<file path="src/rtl/ptp_clk_pkg.sv">
package ptp_clk_pkg;

    parameter int SEC_W = 32;
    parameter int SUB_W = 31;
    parameter int INC_W = 8;
    parameter int ACC_W = 32;

    typedef struct packed {
        logic [SEC_W-1:0] sec;
        logic [SUB_W-1:0] sub;
    } ptp_time_t;

    typedef enum logic [1:0] {
        OP_IDLE = 2'd0,
        OP_LOAD = 2'd1,
        OP_ADJ  = 2'd2
    } ptp_op_e;

    // Add a seconds/subseconds offset; subseconds wrap at 2^SUB_W.
    function automatic ptp_time_t time_plus(ptp_time_t a, logic [SEC_W-1:0] s,
                                            logic [SUB_W-1:0] f);
        ptp_time_t r;
        logic [SUB_W:0] sum;
        sum   = {1'b0, a.sub} + {1'b0, f};
        r.sub = sum[SUB_W-1:0];
        r.sec = a.sec + s + SEC_W'(sum[SUB_W]);
        return r;
    endfunction

    // Subtract an offset; a subseconds underflow borrows one second.
    function automatic ptp_time_t time_minus(ptp_time_t a, logic [SEC_W-1:0] s,
                                             logic [SUB_W-1:0] f);
        ptp_time_t r;
        logic [SUB_W:0] dif;
        dif   = {1'b0, a.sub} - {1'b0, f};
        r.sub = dif[SUB_W-1:0];
        r.sec = a.sec - s - SEC_W'(dif[SUB_W]);
        return r;
    endfunction

    function automatic logic time_after(ptp_time_t a, ptp_time_t b);
        return (a.sec > b.sec) || ((a.sec == b.sec) && (a.sub > b.sub));
    endfunction

endpackage

</file>
<file path="src/rtl/ptp_tick_gen.sv">
module ptp_tick_gen
    import ptp_clk_pkg::*;
(
    input  logic             clk,
    input  logic             rst,
    input  logic             enable,
    input  logic             fine,
    input  logic [ACC_W-1:0] addend,
    output logic             step
);
    logic [ACC_W-1:0] acc_q;
    logic [ACC_W:0]   acc_sum;

    assign acc_sum = {1'b0, acc_q} + {1'b0, addend};

    always_ff @(posedge clk) begin
        if (rst)
            acc_q <= '0;
        else if (enable && fine)
            acc_q <= acc_sum[ACC_W-1:0];
    end

    always_comb begin
        if (!enable)
            step = 1'b0;
        else if (fine)
            step = acc_sum[ACC_W];
        else
            step = 1'b1;
    end
endmodule

</file>
<file path="src/rtl/ptp_time_core.sv">
module ptp_time_core
    import ptp_clk_pkg::*;
(
    input  logic             clk,
    input  logic             rst,
    input  logic             enable,
    input  logic             init_req,
    input  logic             adj_req,
    input  logic [SEC_W-1:0] val_sec,
    input  logic [SUB_W:0]   val_low,
    input  logic             step,
    input  logic [INC_W-1:0] incr,
    output ptp_time_t        now,
    output logic             init_busy,
    output logic             adj_busy,
    output logic             valid
);
    ptp_op_e          op_q;
    ptp_op_e          op_next;
    logic [SEC_W-1:0] hold_sec;
    logic [SUB_W-1:0] hold_sub;
    logic             hold_neg;
    ptp_time_t        hold_t;

    assign init_busy = (op_q == OP_LOAD);
    assign adj_busy  = (op_q == OP_ADJ);
    assign hold_t    = '{sec: hold_sec, sub: hold_sub};

    // Interlocks: load needs no load pending; adjust needs nothing pending.
    always_comb begin
        op_next = OP_IDLE;
        if (init_req && !init_busy)
            op_next = OP_LOAD;
        else if (adj_req && !init_busy && !adj_busy)
            op_next = OP_ADJ;
    end

    always_ff @(posedge clk) begin
        if (rst) begin
            now      <= '0;
            op_q     <= OP_IDLE;
            hold_sec <= '0;
            hold_sub <= '0;
            hold_neg <= 1'b0;
            valid    <= 1'b0;
        end else begin
            unique case (op_q)
                OP_LOAD: begin
                    now   <= hold_t;
                    valid <= enable;
                end
                OP_ADJ: begin
                    if (hold_neg)
                        now <= time_minus(now, hold_sec, hold_sub);
                    else
                        now <= time_plus(now, hold_sec, hold_sub);
                end
                default: begin
                    if (step)
                        now <= time_plus(now, '0, SUB_W'(incr));
                end
            endcase
            op_q <= op_next;
            if (op_next != OP_IDLE) begin
                hold_sec <= val_sec;
                hold_sub <= val_low[SUB_W-1:0];
                hold_neg <= val_low[SUB_W];
            end
            if (!enable)
                valid <= 1'b0;
        end
    end
endmodule

</file>
<file path="src/rtl/ptp_event_latch.sv">
module ptp_event_latch
    import ptp_clk_pkg::*;
(
    input  logic      clk,
    input  logic      rst,
    input  logic      strobe,
    input  logic      rd,
    input  ptp_time_t now,
    output ptp_time_t held,
    output logic      held_valid
);
    logic strobe_q;

    always_ff @(posedge clk) begin
        if (rst) begin
            strobe_q   <= 1'b0;
            held       <= '0;
            held_valid <= 1'b0;
        end else begin
            strobe_q <= strobe;
            if (strobe && !strobe_q) begin
                held       <= now;
                held_valid <= 1'b1;
            end else if (rd) begin
                held_valid <= 1'b0;
            end
        end
    end
endmodule

</file>
<file path="src/rtl/ptp_clock_core.sv">
module ptp_clock_core
    import ptp_clk_pkg::*;
(
    input  logic             clk,
    input  logic             rst,
    input  logic             cfg_enable,
    input  logic             cfg_fine,
    input  logic             cmd_init,
    input  logic             cmd_update,
    input  logic             cmd_tgt_arm,
    input  logic [SEC_W-1:0] upd_sec,
    input  logic [SUB_W:0]   upd_low,
    input  logic [INC_W-1:0] sub_incr,
    input  logic [ACC_W-1:0] addend,
    input  logic [SEC_W-1:0] tgt_sec,
    input  logic [SUB_W-1:0] tgt_sub,
    input  logic             evt_strobe,
    input  logic             snap_read,
    output logic [SEC_W-1:0] time_sec,
    output logic [SUB_W-1:0] time_sub,
    output logic             ts_valid,
    output logic             init_busy,
    output logic             update_busy,
    output logic             tgt_armed,
    output logic             tgt_irq,
    output logic [SEC_W-1:0] snap_sec,
    output logic [SUB_W-1:0] snap_sub,
    output logic             snap_valid
);
    logic      step;
    ptp_time_t now;
    ptp_time_t snap_t;
    ptp_time_t tgt_t;

    ptp_tick_gen u_tick (
        .clk    (clk),
        .rst    (rst),
        .enable (cfg_enable),
        .fine   (cfg_fine),
        .addend (addend),
        .step   (step)
    );

    ptp_time_core u_core (
        .clk       (clk),
        .rst       (rst),
        .enable    (cfg_enable),
        .init_req  (cmd_init),
        .adj_req   (cmd_update),
        .val_sec   (upd_sec),
        .val_low   (upd_low),
        .step      (step),
        .incr      (sub_incr),
        .now       (now),
        .init_busy (init_busy),
        .adj_busy  (update_busy),
        .valid     (ts_valid)
    );

    ptp_event_latch u_snap (
        .clk        (clk),
        .rst        (rst),
        .strobe     (evt_strobe),
        .rd         (snap_read),
        .now        (now),
        .held       (snap_t),
        .held_valid (snap_valid)
    );

    assign time_sec = now.sec;
    assign time_sub = now.sub;
    assign snap_sec = snap_t.sec;
    assign snap_sub = snap_t.sub;
    assign tgt_t    = '{sec: tgt_sec, sub: tgt_sub};

    // Target compare: firing has priority over a same-cycle re-arm.
    always_ff @(posedge clk) begin
        if (rst) begin
            tgt_armed <= 1'b0;
            tgt_irq   <= 1'b0;
        end else begin
            tgt_irq <= 1'b0;
            if (tgt_armed && time_after(now, tgt_t)) begin
                tgt_irq   <= 1'b1;
                tgt_armed <= 1'b0;
            end else if (cmd_tgt_arm) begin
                tgt_armed <= 1'b1;
            end
        end
    end
endmodule

</file>
<file path="config.mk">
export PLATFORM = sky130hd
export DESIGN_NAME = ptp_clock_core
export DESIGN_NICKNAME = d
export VERILOG_FILES = /design/src/rtl/ptp_clk_pkg.sv /design/src/rtl/ptp_tick_gen.sv /design/src/rtl/ptp_time_core.sv /design/src/rtl/ptp_event_latch.sv /design/src/rtl/ptp_clock_core.sv
export SDC_FILE = /design/constraint.sdc
export NUM_CORES = 1
export LEC_CHECK = 0
export BUFFER_PORTS_ARGS = -buffer_cell sky130_fd_sc_hd__buf_2
export CORE_UTILIZATION = 50
export CTS_CLUSTER_SIZE = 8
export DETAILED_ROUTE_END_ITERATION = 10
export PLACE_DENSITY_LB_ADDON = 0.25
export REMOVE_ABC_BUFFERS = 1
export SLEW_MARGIN = 20
export SYNTH_ARGS = -nofsm -noshare
export SYNTH_HDL_FRONTEND = slang
export SYNTH_SLANG_ARGS = --single-unit
</file>
<file path="constraint.sdc">
create_clock -name clk -period 6.92 [get_ports clk]
set_input_delay 1.038 -clock clk [delete_from_list [all_inputs] [get_ports clk]]
set_output_delay 1.038 -clock clk [all_outputs]
set_load 0.005 [all_outputs]
</file>
==> summary.txt, run 1 <==
Status
  • Status: complete, no violations

Clock tree
  • Setup Fix Bufs, Post-CTS: 0
  • Clk sinks: approximately 230
  • Cts bufs inserted: 34
  • Clock Root Buffer: clkbuf_16
  • Clock buffer depth: 3
  • Post-CTS sizing: 0
  • CTS tree: done
  • H-tree depth: 2
  • Clock transition at path regs: around 0.050 ns
  • Worst-Skew Late Latency: 0.56 ns
  • Hold-fix buffers, CTS: 0

Floorplan
  • Core Area: between 0.04 and 0.05 sq mm
  • Die height: 206 um
  • # rows: between 70 and 80
  • Die width: 206 um
  • Die area: 0.0423 sq mm
  • IO Count: roughly 310
  • Initial Utilization: 50.8%

Worst setup path
  • CP dominant cell by count: a21oi_1
  • Slowest-stage cell, CP: ha_1
  • Worst Setup Path Type: reg -> reg
  • Worst EP required: between 7 and 8 ns
  • R2r setup slk: 0.59 ns
  • Delay of the slowest cell on the worst path: about 0.54 ns
  • FF-to-FF Start: u_core.now[14]$_SDFFE_PP0P_
  • Max FO, Critical Path: 11
  • Startpoint Class: flop
  • R2R cell count: 26
  • Buf+Inv Stages, Crit Path: 2
  • Family with the most delay on the worst path: compound AO/OA/AOI/OAI gates
  • Reg-to-reg endpoint: u_core.now[55]$_SDFFE_PP0P_
  • Crit path DAT: 6.70 ns
  • Crit end category: flop

STA
  • Max frequency: 0.158 GHz
  • Least-Margin Pin Slew: 1.09 ns
  • Final Slew Violations: 0
  • Tcrit/Tclk final: about nine tenths
  • Final setup vio count: 0
  • Fin. Hold Viols: 0
  • Fin Setup TNS: 0 ns
  • Post-layout min period: between 6 and 7 ns
  • Clock skew: 0.0271 ns
  • RSZ-0062 raised after global routing: false
  • Normalized max-slew margin: 27.2%

Synth
  • Top post-synthesis cells by area: dfxtp_1 22%, ha_1 16%, a21oi_1 8.8%
  • Syn Std Cell Area: 0.0207 sq mm
  • Distinct cells, synth: approximately 90
  • Synth Warn #: 0
  • Mapped Avg Cell Area: around 7.3 sq um
  • EDFF count, synth: 0
  • Synth Instances: 2839
  • Ys flop type: dfxtp_1
  • Sequential area share after synthesis: 22.1%
  • Yosys reg bits: 229
  • Cell taking the most area after synthesis: dfxtp_1
  • Ys async rst share: 0%
  • Share of the synthesized area in the top cell type: 22.1%

Hold path
  • Min-delay src: u_snap.held[51]$_SDFFE_PP0P_
  • Worst Hold Class: reg -> reg
  • Hold EP: u_snap.held[51]$_SDFFE_PP0P_
  • Hold path depth: 2

Place
  • Detail Placement HPWL: between 50000 and 60000 um
  • Placer Congestion: 0.948
  • Input/output buffers: 307

Route
  • Post-route ant nets: 0
  • Initial DRC Count: 1830
  • Detailed-route wire length: 71300 um
  • Vias/cell: roughly 6.0
  • Routed length per instance: 19.7 um
  • Via count: 21698
  • DRC: 0
  • Pre-antenna DRT Iters: 6

Layout
  • Fin util: 57.7%
  • Layout cells sized above 1: 13.3%
  • Fin nets: 3517
  • Area Overhead vs Synth: 13.7%

Power
  • P_leak: 10.8 nW
  • Cell Pwr Density: between 200 and 250 mW/mm^2
  • Worst IR Drop VDD: about 0.15 mV

GRT
  • Initial antenna violation count: 2
  • First-pass GRT wire length: 111000 um
  • Global-route usage over all layers: 33.0%
  • Largest net degree at the start of global routing: 87
  • Gr ovfl total: 0
  • Via count of the first global-routing pass: 20984

Flow run
  • Max cap viols: 0
==> cell usage after synthesis, drive strengths merged, types with 18 or more instances <==
cell,n
nand2,434
a221oi,64
xor2,26
nand2b,27
o211ai,21
nand3,58
a21oi,365
xnor2,111
dfxtp,229
inv,255
o31ai,26
a21o,67
clkbuf,114
o21bai,31
or3,23
nor3,56
and3,24
nor2b,30
nor2,143
nor4,18
o21ai,132
a31oi,31
o21a,21
ha,259
nand4,31
a211oi,54
buf,22
==> worst reg2reg max path, stage by stage, from the launching register on <==
cell and delay [ns]:
dfxtp_1 0.40, ha_1 0.54, nand4_1 0.19, nor2_1 0.18, inv_1 0.06, a211oi_1 0.32, or3_1 0.22, nand2_1 0.10
o41ai_1 0.49, a21o_1 0.18, a21oi_1 0.06, o21ai_0 0.23, fa_1 0.47, inv_1 0.07, ha_1 0.15, nor2_1 0.05
fa_1 0.41, and3b_1 0.22, o211ai_1 0.30, a21oi_1 0.15, o21bai_1 0.35, a31oi_1 0.21, o21ai_0 0.21, a21oi_1 0.11
xnor2_1 0.12, a221oi_1 0.26, a221oi_1 0.11
==> final cells by class <==
| class | instances | area [sq um] |
|---|---|---|
| Fill cell | 3910 | 17300 |
| Multi-Input combinational cell | 2219 | 14700 |
| Sequential cell | 229 | 4590 |
| Timing Repair Buffer | 335 | 1760 |
| Inverter | 255 | 957 |
| Clock buffer | 38 | 887 |
| Tap cell | 532 | 666 |
| Clock inverter | 2 | 32.5 |
| Antenna cell | 1 | 2.50 |
==> logic make-up after synthesis <==
group / after synthesis / share of synthesized area [%]
muxes: 13 / 0.634
buffers and inverters: 391 / 7.25
and+or+nand+nor: 898 / 19.9
DFF: 229 / 22.1
xor gates and xnor gates: 137 / 5.79
AOI/OAI and AO/OA: 904 / 27.9
adders and majority gates: 267 / 16.4
==> how the worst max path moves through the flow <==
stage | start | to | slack, ns | cells past startpoint
global route | u_core.now[14]$_SDFFE_PP0P_ | u_core.now[55]$_SDFFE_PP0P_ | 0.15 | 26
global placement | u_core.hold_sub[2]$_SDFFE_PP0P_ | u_core.now[61]$_SDFFE_PP0P_ | 0.79 | 27
floorplan | u_core.now[1]$_SDFFE_PP0P_ | u_core.now[61]$_SDFFE_PP0P_ | 1.37 | 25
detailed placement | u_core.now[14]$_SDFFE_PP0P_ | u_core.now[55]$_SDFFE_PP0P_ | 0.63 | 26
finish | u_core.now[14]$_SDFFE_PP0P_ | u_core.now[55]$_SDFFE_PP0P_ | 0.59 | 26
CTS | u_core.now[14]$_SDFFE_PP0P_ | u_core.now[55]$_SDFFE_PP0P_ | 0.60 | 26
==> state kept, by name, summed over array words and instances (netlist names) <==
signal,count
tgt_irq,1
u_core.hold_sec,32
u_core.valid,1
u_core.now,63
u_core.op_q,2
u_snap.held_valid,1
tgt_armed,1
u_snap.held,63
u_tick.acc_q,32
u_snap.strobe_q,1
u_core.hold_sub,31
u_core.hold_neg,1
==> where the power goes <==
part	total (mW)	leakage, nW	internal [mW]	switching, mW
sequential	1.57	1.88	1.42	0.151
combinational	2.04	8.49	0.806	1.23
clock	1.53	0.449	0.897	0.628
==> metal layers <==
metal	GRT usage [%]	share of wire [%]	vias to the layer above
met1	42.5	44	10244
met5	0	0	-
li1	-	-	10541
met4	11.2	2.6	0
met3	4.36	6.6	124
met2	56.2	47	789
==> stage by stage <==
| stage | instance area (sq um) | power (mW) | hold WS, ns | std cells | setup slack (ns) |
|---|---|---|---|---|---|
| 2_1_floorplan | 20200 | 2.97 | 0.430 | 2703 | 1.37 |
| 3_3_place_gp | 22600 | 3.57 | 0.439 | 3570 | 0.794 |
| 3_5_place_dp | 22600 | 3.60 | 0.443 | 3570 | 0.631 |
| 4_1_cts | 23600 | 5.14 | 0.450 | 3610 | 0.604 |
| 5_1_grt | 23600 | 5.44 | 0.464 | 3610 | 0.153 |
| 6_report | 23600 | 5.14 | 0.448 | 3611 | 0.594 |
==> cells in the final DEF (no fill, tap or decap), drive strengths merged, types with 18 or more instances in the layout <==
| master | instances |
|---|---|
| a21o | 67 |
| a31oi | 31 |
| a21oi | 365 |
| nor2 | 143 |
| nor2b | 30 |
| nand2b | 27 |
| or3 | 23 |
| xor2 | 26 |
| clkbuf | 39 |
| inv | 255 |
| and3 | 24 |
| a221oi | 64 |
| o21a | 21 |
| dfxtp | 229 |
| o211ai | 21 |
| nand4 | 31 |
| buf | 334 |
| nand2 | 434 |
| nor3 | 56 |
| o31ai | 26 |
| xnor2 | 111 |
| ha | 259 |
| o21bai | 31 |
| nor4 | 18 |
| o21ai | 132 |
| nand3 | 58 |
| a211oi | 54 |
Note: power is estimated with default switching activity, not from simulation.
==> run 2, diff against run 1 <==
- CORE_UTILIZATION: 50 -> 59
==> run 2 against run 1 <==
Against the previous run:
- setup slack worse by 0.095 ns
- sequential cell count unchanged
- combinational power about the same
- routed wire length down 0.23%
- largest power group unchanged
- power up 1.2%
- design area down 0.27%
- non-clock buffer count down 1
- global-route usage up 5.7 points
==> summary.txt, run 2 (synthesis results as in run 1) <==
STA
  • Tcrit/Tclk final: 92.8% (+1.4 points)
  • Post-layout min period: 6.42 ns (+0.0952 ns)
  • Fin. Hold Viols: 0 (unchanged)
  • Normalized max-slew margin: 30.5% (+3.4 points)
  • RSZ-0062 raised after global routing: false
  • Clock skew: 0.0276 ns (+0.000497 ns)
  • Least-Margin Pin Slew: 1.04 ns (-0.0502 ns)
  • Final Slew Violations: 0 (unchanged)
  • PnR worst setup slack: 0.499 ns (-0.0952 ns)
  • Fin Setup TNS: 0 ns (unchanged)
  • Max frequency: 0.156 GHz (-1.5%)
  • Final setup vio count: 0 (unchanged)

Hold path
  • Hold path depth: 2 (unchanged)
  • Min-delay src: u_snap.held[7]$_SDFFE_PP0P_
  • Hold EP: u_snap.held[7]$_SDFFE_PP0P_
  • Worst Hold Class: reg -> reg

Route
  • Via count: 22202 (+2.3%)
  • Vias/cell: 6.28 (+4.5%)
  • Routed length per instance: 20.1 um (+1.9%)
  • Post-route ant nets: 0 (unchanged)
  • Initial DRC Count: 1757 (-4.0%)
  • DRC: 0 (unchanged)
  • Detailed-route wire length: 71100 um (-0.23%)
  • Pre-antenna DRT Iters: 6 (unchanged)

Worst setup path
  • CP startpoint: u_core.hold_sub[2]$_SDFFE_PP0P_
  • Crit path DAT: 6.80 ns (+0.10 ns)
  • Worst Setup Path Type: reg -> reg
  • Worst EP required: 7.30 ns (about the same)
  • Slowest-stage cell, CP: fa_1
  • FF-to-FF Start: u_core.hold_sub[2]$_SDFFE_PP0P_
  • R2r setup slk: 0.50 ns (-0.10 ns)
  • Max FO, Critical Path: 7 (-4)
  • Startpoint Class: flop
  • Reg-to-reg endpoint: u_core.now[55]$_SDFFE_PP0P_
  • Crit end category: flop
  • R2R cell count: 27 (+3.8%)
  • Delay of the slowest cell on the worst path: 0.50 ns (-0.04 ns)
  • CP dominant cell by count: a21oi_1

Layout
  • Post-Layout Cell Count: 3536 (-2.1%)
  • Most common cell after layout, fill and taps aside: nand2_1
  • Fin nets: 3517 (unchanged)
  • Most frequent cells in the layout: 432 x nand2_1, 365 x a21oi_1, 306 x buf_2, 257 x ha_1, 255 x inv_1
  • Area Overhead vs Synth: 13.4%
  • Design area: 0.0235 sq mm (-0.27%)
  • Layout cells sized above 1: 13.3% (+0.089 points)
  • Regs by FF count: u_core.now: 63 flops, u_snap.held: 63 flops

GRT
  • First-pass GRT wire length: 112000 um (+0.32%)
  • Met1 Usage GRT: 46.6% (+4.2 points)
  • Largest net degree at the start of global routing: 82 (-5.7%)
  • Gr busiest metal: met2
  • Gr ovfl total: 0 (unchanged)
  • Global Route met2 Usage: 65.9% (+9.7 points)
  • Global-route usage over all layers: 38.7% (+5.7 points)
  • Via count of the first global-routing pass: 21676 (+3.3%)
  • Met3 global-route usage: 5.86% (+1.5 points)
  • Initial antenna violation count: 2 (unchanged)

Floorplan
  • Die width: 189 um (-7.9%)
  • Die area: 0.0359 sq mm (-15%)
  • Core Area: 0.0345 sq mm (-15%)
  • IO Count: 308 (unchanged)
  • Initial Utilization: 60.0% (+9.2 points)
  • Die height: 189 um (-7.9%)
  • # rows: 68 (-8.1%)

Status
  • Status: complete, no violations

Clock tree
  • Hold-fix buffers, CTS: 0 (unchanged)
  • Cts bufs inserted: 35 (+2.9%)
  • Clock buffer depth: 3 (unchanged)
  • Clk sinks: 229 (unchanged)
  • Setup Fix Bufs, Post-CTS: 0 (unchanged)
  • Clock transition at path regs: 0.05 ns (about the same)
  • CTS tree: done
  • Post-CTS sizing: 0 (unchanged)
  • Clock Root Buffer: clkbuf_16
  • Worst-Skew Late Latency: 0.56 ns (about the same)
  • H-tree depth: 2 (unchanged)

Place
  • Placer Congestion: 0.980 (+3.4%)
  • Detail Placement HPWL: 52800 um (-0.73%)
  • Input/output buffers: 307 (unchanged)
  • Dpl cells: 3492 (-2.2%)
  • Place WS: 0.611 ns (-0.0208 ns)
  • Placed cell area: 0.0225 sq mm (-0.48%)

Power
  • Total power: 5.20 mW (+1.2%)
  • P_leak: 10.8 nW (+0.14%)
  • Worst IR Drop VDD: 0.199 mV (+29%)
  • Cell Pwr Density: 221 mW/mm^2 (+1.5%)

Flow run
  • Max cap viols: 0 (unchanged)
run 2: cell type report:
type / count / area [sq um]
multi-input cells: 2219 / 14700
fillers: 3084 / 11000
flip-flops and latches: 229 / 4590
repair buffers: 334 / 1750
inverters: 255 / 957
clock buffers: 39 / 901
well taps: 455 / 569
clock inverters: 4 / 61.3
diodes: 1 / 2.50
run 2: report_power, final:
part	switching [mW]	internal [mW]
Sequential	0.149	1.42
Clock	0.652	0.921
Combinational	1.25	0.806
Total	2.05	3.15
run 2: metrics by stage:
stage,util [%],hold WS (ns)
final,68.0,0.449
after global routing,68.0,0.466
after CTS,68.0,0.451
after detailed placement,65.2,0.444
after global placement,65.2,0.438
after floorplan,-,0.430
run 2: worst max path at each step:
| stage | endpoint | slack [ns] |
|---|---|---|
| after floorplan | u_core.now[61]$_SDFFE_PP0P_ | 1.37 |
| after global placement | u_core.now[55]$_SDFFE_PP0P_ | 0.72 |
| after detailed placement | u_core.now[55]$_SDFFE_PP0P_ | 0.61 |
| after CTS | u_core.now[55]$_SDFFE_PP0P_ | 0.54 |
| after global routing | u_core.now[55]$_SDFFE_PP0P_ | 0.05 |
| final | u_core.now[55]$_SDFFE_PP0P_ | 0.50 |
run 2: metal layers:
layer | part of all wire, % | wire, um
met4 | 5.2 | 3720
met3 | 7.2 | 5120
met2 | 47 | 33400
met5 | 0.015 | 11
met1 | 41 | 28900
run 2: critical path: cells and delay by family, from the launching register on:
family	cells	cell delay (ns)
simple gates	4	0.56
compound gates	16	3.54
xor+xnor	1	0.14
fa+ha+maj	4	1.45
buf+inv	2	0.13
flops	1	0.39
==> run 3, diff against run 2 <==
- BUFFER_PORTS_ARGS: -buffer_cell sky130_fd_sc_hd__buf_2 -> -buffer_cell sky130_fd_sc_hd__buf_4
- CTS_CLUSTER_DIAMETER: default -> 100
==> run 3 against run 2 <==
Against the previous run:
- sequential share of layout area fell by 0.55 points
- final cell count down 0.17%
- utilization is 2.0 points higher
- first-iteration DRC count rose by 2.8%
- critical path depth shrank 3
- die area is the same
- sequential cell count unchanged
- design area is 2.9% higher
- power is essentially flat
- clock-buffer cell count down 5
- setup slack worse by 0.045 ns
- non-clock buffer count unchanged
==> summary.txt, run 3 (synthesis results as in run 1) <==
Status
  • Status: complete, no violations

GRT
  • Global-route usage over all layers: 39.1% (+0.42 points)
  • Initial antenna violation count: 1 (-1)
  • First-pass GRT wire length: 113000 um (+0.65%)
  • Via count of the first global-routing pass: 21652 (-0.11%)
  • Gr ovfl total: 0 (unchanged)
  • Largest net degree at the start of global routing: 82 (unchanged)

Clock tree
  • Worst-Skew Late Latency: 0.56 ns (about the same)
  • Clock buffer depth: 3 (unchanged)
  • Cts bufs inserted: 34 (-2.9%)
  • Setup Fix Bufs, Post-CTS: 0 (unchanged)
  • Post-CTS sizing: 0 (unchanged)
  • Hold-fix buffers, CTS: 0 (unchanged)
  • Clk sinks: 229 (unchanged)
  • CTS tree: done
  • H-tree depth: 2 (unchanged)
  • Clock transition at path regs: 0.05 ns (about the same)
  • Clock Root Buffer: clkbuf_16

Power
  • Cell Pwr Density: 215 mW/mm^2 (-2.8%)
  • Cell internal pwr: 3.15 mW (+0.15%)
  • Sw frac: 39.3% (-0.088 points)
  • P_leak: 11.0 nW (+1.1%)
  • Logic pwr share: 40.7% (+1.2 points)
  • Total power: 5.20 mW (about the same)
  • Sw power: 2.05 mW (-0.22%)
  • Part of the power in registers: 30.3% (about the same)
  • Clk pwr share: 28.9% (-1.3 points)
  • Worst IR Drop VDD: 0.214 mV (+7.6%)

STA
  • Fin. Hold Viols: 0 (unchanged)
  • Final Slew Violations: 0 (unchanged)
  • Final setup vio count: 0 (unchanged)
  • Post-layout min period: 6.47 ns (+0.0446 ns)
  • Fin Setup TNS: 0 ns (unchanged)
  • RSZ-0062 raised after global routing: false
  • Least-Margin Pin Slew: 1.13 ns (+0.0873 ns)
  • Clock skew: 0.0212 ns (-0.00637 ns)
  • Normalized max-slew margin: 24.7% (-5.8 points)
  • Tcrit/Tclk final: 93.4% (+0.64 points)
  • Max frequency: 0.155 GHz (-0.69%)

Layout
  • Fill count: 2886 (-6.4%)
  • Multi-input gate area: 0.0147 sq mm (about the same)
  • Most common cell after layout, fill and taps aside: nand2_1
  • Fin util: 70.0% (+2.0 points)
  • Regs by FF count: u_core.now: 63 flops, u_snap.held: 63 flops
  • Register area: 0.00459 sq mm (unchanged)
  • Layout cells sized above 1: 13.3% (-0.043 points)
  • Antenna diodes: 0 (-1)
  • Fin nets: 3516 (-0.028%)
  • Most frequent cells in the layout: 433 x nand2_1, 365 x a21oi_1, 333 x buf_4, 257 x ha_1, 255 x inv_1
  • Area Overhead vs Synth: 16.7%

Route
  • Routed length per instance: 20.5 um (+1.7%)
  • Post-route ant nets: 0 (unchanged)
  • Vias/cell: 6.34 (+0.98%)
  • Pre-antenna DRT Iters: 5 (-1)
  • Initial DRC Count: 1807 (+2.8%)
  • Detailed-route wire length: 72200 um (+1.6%)
  • Via count: 22382 (+0.81%)
  • DRC: 0 (unchanged)

Worst setup path
  • Worst EP required: 7.33 ns (+0.03 ns)
  • Crit end category: flop
  • Worst Setup Path Type: reg -> reg
  • Crit path DAT: 6.87 ns (+0.07 ns)
  • Startpoint Class: flop
  • Max FO, Critical Path: 7 (unchanged)

Floorplan
  • Die width: 189 um (unchanged)
  • Initial Utilization: 60.0% (unchanged)
  • # rows: 68 (unchanged)
  • Die area: 0.0359 sq mm (unchanged)
  • Core Area: 0.0345 sq mm (unchanged)
  • Die height: 189 um (unchanged)
  • IO Count: 308 (unchanged)

Flow run
  • Max cap viols: 0 (unchanged)

Place
  • Input/output buffers: 307 (unchanged)
  • Detail Placement HPWL: 53100 um (+0.66%)
  • Placer Congestion: 0.996 (+1.6%)

Hold path
  • Worst Hold Class: reg -> reg
run 3: final timing paths:
path                            cells past startpoint  slack (ns)                         start                      endpoint
worst min-delay path                                2        0.45  u_snap.held[55]$_SDFFE_PP0P_  u_snap.held[55]$_SDFFE_PP0P_
worst min register to register                      2        0.45  u_snap.held[55]$_SDFFE_PP0P_  u_snap.held[55]$_SDFFE_PP0P_
worst max-delay path                               24        0.45    u_core.now[2]$_SDFFE_PP0P_   u_core.now[59]$_SDFFE_PP0P_
worst max register to register                     24        0.45    u_core.now[2]$_SDFFE_PP0P_   u_core.now[59]$_SDFFE_PP0P_
run 3: final cells by class:
type	instances	area share, %
Clock buffer	34	3.52
Tap cell	455	2.35
Clock inverter	4	0.160
Timing Repair Buffer	334	10.4
Sequential cell	229	19.0
Inverter	255	3.96
Multi-Input combinational cell	2219	60.7
run 3: through the flow:
stage	instances	setup slack (ns)	cell area [sq um]	hold WS, ns
final	3530	0.454	24200	0.454
after global routing	3530	0.0867	24200	0.468
after CTS	3530	0.664	24200	0.453
after detailed placement	3492	0.691	23300	0.447
after global placement	3492	0.801	23300	0.442
after floorplan	2703	1.37	20200	0.430
run 3: worst max-delay path, cell delays in order, from the launching register on:
cell      delay (ns)
dfxtp_1         0.39
ha_1            0.46
nor3b_1         0.10
o31ai_1         0.42
a21oi_1         0.15
nor2_1          0.33
o21ai_2         0.18
a31oi_2         0.36
o21ai_0         0.18
o31ai_1         0.26
a221oi_1        0.14
o41ai_1         0.57
fa_1            0.33
fa_1            0.20
nor2_1          0.07
o311a_1         0.34
o211a_1         0.32
o21ai_0         0.25
a311oi_1        0.12
buf_4           0.18
a221oi_1        0.25
o21ai_0         0.15
xnor2_1         0.14
a221oi_1        0.29
a221oi_1        0.13
run 3: metal layers:
| layer | vias to the layer above | GRT usage [%] | wire length, um |
|---|---|---|---|
| li1 | 10520 | - | - |
| met1 | 10612 | 47.1 | 28900 |
| met2 | 1009 | 65.7 | 33800 |
| met3 | 239 | 6.52 | 5670 |
| met4 | 2 | 22.0 | 3820 |
| met5 | - | 0 | 10 |
run 3: power by group through the flow:
stage | registers [mW] | logic, mW | clock network [mW]
after floorplan | 1.56 | 1.40 | 0
after global placement | 1.59 | 2.02 | 0
after detailed placement | 1.60 | 2.06 | 0
after CTS | 1.57 | 2.07 | 1.52
after global routing | 1.59 | 2.31 | 1.57
final | 1.58 | 2.12 | 1.50
